[src/rtl/mc_datapath.sv]
module mc_datapath #(
  parameter int MEM_WORDS = 64
) (
  input  logic        clk,
  input  logic        rst_n,
  input  logic        pc_we,
  input  logic        pc_we_cond,
  input  logic        pc_from_tgt,
  input  logic        tgt_we,
  input  logic        addr_from_alu,
  input  logic        mem_we,
  input  logic        ir_we,
  input  logic        dst_rd,
  input  logic        rf_we,
  input  logic        a_from_reg,
  input  logic [1:0]  b_sel,
  input  logic [1:0]  alu_mode,
  input  logic        sign_ext,
  input  logic        wb_from_mem,
  output logic [5:0]  opcode,
  output logic [5:0]  funct,
  output logic        zero,
  output logic [31:0] pc_out,
  output logic [31:0] alu_out
);
  localparam int AW = $clog2(MEM_WORDS);
  localparam logic [1:0] M_ADD = 2'b00, M_SUB = 2'b01, M_OR = 2'b10, M_FN = 2'b11;
  localparam logic [5:0] F_ADD = 6'h20, F_SUB = 6'h22, F_AND = 6'h24, F_OR = 6'h25, F_SLT = 6'h2A;

  logic [31:0] pc_q, ir_q, tgt_q;
  logic [31:0] rf [32];
  logic [31:0] mem [MEM_WORDS];

  logic [4:0]  rs_i, rt_i, rd_i, wb_idx;
  logic [15:0] imm;
  logic [31:0] rd_a, rd_b, ext_imm, br_off, op_a, op_b, alu_y, mem_rdata, wb_data;
  logic [AW-1:0] rd_addr, wr_addr;
  logic pc_load;

  assign rs_i    = ir_q[25:21];
  assign rt_i    = ir_q[20:16];
  assign rd_i    = ir_q[15:11];
  assign imm     = ir_q[15:0];
  assign opcode  = ir_q[31:26];
  assign funct   = ir_q[5:0];

  assign rd_a    = rf[rs_i];
  assign rd_b    = rf[rt_i];
  assign ext_imm = sign_ext ? {{16{imm[15]}}, imm} : {16'b0, imm};
  assign br_off  = {{14{imm[15]}}, imm, 2'b00};
  assign op_a    = a_from_reg ? rd_a : pc_q;

  always_comb begin
    case (b_sel)
      2'b00:   op_b = 32'd4;
      2'b01:   op_b = rd_b;
      2'b10:   op_b = br_off;
      default: op_b = ext_imm;
    endcase
  end

  always_comb begin
    case (alu_mode)
      M_ADD: alu_y = op_a + op_b;
      M_SUB: alu_y = op_a - op_b;
      M_OR:  alu_y = op_a | op_b;
      default: begin
        case (funct)
          F_SUB:   alu_y = op_a - op_b;
          F_AND:   alu_y = op_a & op_b;
          F_OR:    alu_y = op_a | op_b;
          F_SLT:   alu_y = {31'b0, $signed(op_a) < $signed(op_b)};
          F_ADD:   alu_y = op_a + op_b;
          default: alu_y = op_a + op_b;
        endcase
      end
    endcase
  end

  assign zero    = (alu_y == 32'b0);
  assign alu_out = alu_y;
  assign pc_out  = pc_q;

  assign rd_addr   = addr_from_alu ? alu_y[AW+1:2] : pc_q[AW+1:2];
  assign wr_addr   = alu_y[AW+1:2];
  assign mem_rdata = mem[rd_addr];

  assign wb_idx  = dst_rd ? rd_i : rt_i;
  assign wb_data = wb_from_mem ? mem_rdata : alu_y;
  assign pc_load = pc_we | (pc_we_cond & zero);

  always_ff @(posedge clk) begin
    if (!rst_n) begin
      pc_q  <= '0;
      ir_q  <= '0;
      tgt_q <= '0;
    end else begin
      if (pc_load) pc_q  <= pc_from_tgt ? tgt_q : alu_y;
      if (ir_we)   ir_q  <= mem_rdata;
      if (tgt_we)  tgt_q <= alu_y;
    end
  end

  always_ff @(posedge clk) begin
    if (!rst_n) begin
      for (int i = 0; i < 32; i++) rf[i] <= '0;
    end else if (rf_we && wb_idx != 5'd0) begin
      rf[wb_idx] <= wb_data;
    end
  end

  always_ff @(posedge clk) begin
    if (mem_we) mem[wr_addr] <= rd_b;
  end

  a_r8_r0_zero: assert property (@(posedge clk) disable iff (!rst_n)
    rf[0] == 32'b0);

  a_r9_tgt_capture: assert property (@(posedge clk) disable iff (!rst_n)
    $past(rst_n) && $past(tgt_we) |-> tgt_q == $past(alu_y));

  a_r10_pc_hold: assert property (@(posedge clk) disable iff (!rst_n)
    $past(rst_n) && !$past(pc_we) && !($past(pc_we_cond) && $past(zero)) |-> $stable(pc_q));

  a_r11_mem_write_settled: assert property (@(posedge clk) disable iff (!rst_n)
    $past(rst_n) && mem_we |-> $stable(alu_y) && $stable(rd_b));

  a_r7_rf_write_settled: assert property (@(posedge clk) disable iff (!rst_n)
    $past(rst_n) && rf_we |-> $stable(wb_idx) && $stable(wb_data));
endmodule

[config.mk]
export PLATFORM = sky130hd
export DESIGN_NAME = mc_datapath
export DESIGN_NICKNAME = d
export VERILOG_FILES = /design/src/rtl/mc_datapath.sv
export SDC_FILE = /design/constraint.sdc
export NUM_CORES = 2
export LEC_CHECK = 0
export BUFFER_PORTS_ARGS = -buffer_cell sky130_fd_sc_hd__buf_2
export CELL_PAD_IN_SITES_DETAIL_PLACEMENT = 1
export CELL_PAD_IN_SITES_GLOBAL_PLACEMENT = 2
export CORE_MARGIN = 2
export CORE_UTILIZATION = 41
export DETAILED_ROUTE_END_ITERATION = 8
export PLACE_DENSITY_LB_ADDON = 0.1
export RECOVER_POWER = 25
export SLEW_MARGIN = 20
export SYNTH_ARGS = -nofsm -noshare
export SYNTH_HDL_FRONTEND = slang
export SYNTH_SLANG_ARGS = --single-unit
[constraint.sdc]
create_clock -name clk -period 11.9 [get_ports clk]
set_clock_uncertainty 0.15 [all_clocks]
set_input_delay 2.38 -clock clk [delete_from_list [all_inputs] [get_ports clk]]
set_output_delay 2.38 -clock clk [all_outputs]
set_load 0.005 [all_outputs]
==> impl_metrics.yaml <==
sta:
  finalSetupViolations: 0
  slew_headroom_pct: -196
  finalMaxSlewViolations: 1536
  fin_crit_sh_pct: 97.7
  holdWs_ps: 325
  finalHoldViolCount: 0
  finalSetupTns_ps: 0
  rsz0062_at_grt: "no"
  tightest_slew_ps: 4430
  max_freq_mhz: 86.0
  fin_crit_ps: 11620
power_and_ir_drop:
  pwr-share-clk_pct: 23.0
  totalPowerFinal_mw: 46.5
  power.ir.vdd_worst_mv: 0.222
  p_leak_nw: 56.1
  p_int_mw: 26.6
  switching_share_pct: 42.8
  power.switching_mw: 19.9
  p_seq_share_pct: 33.9
  comb_power_share_pct: 43.1
  power_density_nw_per_um2: 282
finish:
  syn_to_final_growth_pct: 13.4
  fill_cells: 34900
  layout.nets: 10900
  drive_gt1_share_pct: 17.4
  finalInstanceArea_um2: 165000
  fin_util_pct: 46.7
  multiInputGateArea_um2: 47600
  area.sequential_um2: 94400
critical_path:
  reg2reg_slack_ps: 1580
  cp-end-kind: "output port"
  cp_slowest_cell: "nor2_1"
  cp-endpoint: "zero"
  cp.arrival_ps: 9090
  critPathMaxFanout: 27
  crit_cells: 22
  worst-path-buf-inv: 4
  r2r_cells: 30
  crit_path_max_incr_delay_ps: 720
  crit_type: "flop to output port"
  critPathLaunchType: "flop"
  path_cells: "buf_12 -> mux4_2 -> mux4_2 -> mux2_1 -> a22o_1 -> ha_1 -> buf_4 -> a21oi_1 -> o21ai_0 -> nand2b_1 -> nand2b_1 -> a21oi_2 -> nor2_1 -> xnor2_1 -> a22o_1 -> a211o_1 -> or4b_1 -> nor4b_2 -> nand4_1 -> or2_2 -> inv_1 -> buf_2"
  cp.required_ps: 9370
  rr_endpoint: "rf[29][7]"
  crit_family: "simple AND/OR/NAND/NOR gates"
drt:
  dr.first_iter.drc_count: 10200
  drc: 0
  viasPerCell: 6.23
  wl_mm: 580
  drt-pass1-iter-count: 5
  wire_per_inst_um: 36.7
  vias: 98400
  ant_nets: 0
yosys:
  yosysWarnings: 0
  async_flop_share_pct: 0
  synth.distinct_cells: 97
  synth_seq_cells: 3178
  synth_area_um2: 145000
  yosysMostFrequentCell: "edfxtp_1"
  synth_top_area_share_pct: 63.5
  avgSynthCellArea_um2: 13.6
  ys_seq_area_share_pct: 65.0
  synthCells: 10700
  synth_top_cell_by_area: "edfxtp_1"
  synthTopCellsByArea: "edfxtp_1 (64%), mux4_2 (9.6%), nor2_1 (3.5%)"
  synth_edf_count: 3072
  synth.cells.most_frequent: "edfxtp_1 (3,072), nor2_1 (1,354), nand2_1 (1,260)"
  synth-main-ff-cell: "edfxtp_1"
grt:
  grt_overflow: 0
  grt_pass1_wl_mm: 803
  track_usage_pct: 32.1
  grt_pass1_vias: 100000
  grt_max_degree: 183
  antenna_found_initial: 34
job:
  maxCapViolCount: 26
run_status:
  outcome: "complete, but fails checks"
  violations: "max-capacitance violations, max-slew violations"
floorplanning:
  fp.dieH_um: 599
  die_area_um2: 359000
  fp.coreArea_um2: 353000
  num_rows: 218
  die_w_um: 599
  ios: 95
  start_util_pct: 41.2
placed_design:
  gp_congestion: 0.906
  post-dp-hpwl_mm: 352
  io_buffers: 94
  dpl_cell_area_um2: 154000
clock_network:
  cts_buffers: 357
  clkSinkCount: 3178
  tritoncts: "done"
  htree_levels: 5
  cts_root_buf: "clkbuf_16"
  clkLatencyLatePin_ps: 960
  cts_buffer_depth: 4
  path_clk_slew_ps: 60
  postCtsSetupBuffers: 0
min_path:
  hp-class: "flop to flop"
## logic make-up (layout without fill, tap and decap cells)
kind of cell | after synthesis | count (layout) | share of synthesized area, %
adder cells (fa/ha/maj) | 96 | 96 | 0.827
other | 1 | 79 | 0.00258
flip-flops | 3178 | 3178 | 65.0
multiplexers | 1105 | 1105 | 13.0
XOR/XNOR | 24 | 24 | 0.145
AO/OA/AOI/OAI | 1525 | 1525 | 7.43
AND/OR/NAND/NOR | 3527 | 3527 | 10.2
buffers and inverters | 1205 | 1534 | 3.39
## area by class of cell
cell class	instances	share of cell area, %
tap	4730	3.59
sequential	3178	57.3
inverter	339	0.775
clock buffer	468	5.82
antenna	47	0.0714
clock inverter	176	0.859
timing repair buffer	551	2.70
multi-input combinational	6309	28.9
## worst min path at each step
stage / startpoint / endpoint / cells past startpoint
floorplan: tgt_q[7] / tgt_q[7] / 2
detailed placement: tgt_q[7] / tgt_q[7] / 2
finish: tgt_q[7] / tgt_q[7] / 2
global route: tgt_q[7] / tgt_q[7] / 2
global placement: tgt_q[7] / tgt_q[7] / 2
CTS: tgt_q[7] / tgt_q[7] / 2
## state kept, by name, indices dropped and copies added (netlist names), named ones only
signal and count:
rf 1024, mem 2048, tgt_q 32, pc_out 32, ir_q 32
## worst register-to-register path: cells and delay by family, from the launching register on
kind                       cells  cell delay (ps)
and+or+nand+nor                9             2310
DFF                            1              890
adders and majority gates      2              630
AOI/OAI and AO/OA             12             3370
buffers and inverters          7             2650
## power groups by stage
stage / Sequential, mW / Combinational [mW] / Clock (mW)
global placement: 15.7 / 19.7 / 0
global route: 15.8 / 20.8 / 11.2
finish: 15.8 / 20.0 / 10.7
floorplan: 15.4 / 10.2 / 0
CTS: 15.5 / 20.0 / 10.8
detailed placement: 15.8 / 20.0 / 0
## through the flow
stage          setup WS, ps  std cells
6_report                276      15800
5_1_grt                16.6      15800
4_1_cts                 180      15800
3_5_place_dp            654      15100
3_3_place_gp            615      15100
2_1_floorplan          2000      10700
## cell usage in the layout (no fill, tap or decap), drive strengths merged, types with 46 or more instances in the layout
cell type / count
a31oi: 107
o22ai: 122
a21oi: 250
clkbuf: 514
edfxtp: 3072
buf: 505
ha: 96
nand2: 1260
nand3: 570
o211ai: 449
and3: 48
dfxtp: 106
mux4: 620
a21o: 58
mux2: 62
a211oi: 51
nand4: 87
mux2i: 423
nor2: 1355
inv: 352
clkinv: 139
diode: 47
o21ai: 133
nor3: 46
## metal layers
metal / share of wire [%] / track usage [%] / vias to the layer above
met3: 6.5 / 4.42 / 1046
met4: 6.1 / 17.2 / 4
met1: 40 / 41.4 / 52700
met2: 48 / 52.6 / 3870
met5: 0.0048 / 0 / -
li1: - / - / 40700
## what timing repair did
item,4_1_cts,5_1_grt
hold buffers,0,0
gates resized for setup,1,10
endpoints found under the setup margin,1,1
cloned,0,0
(Power assumes the default switching activity.)
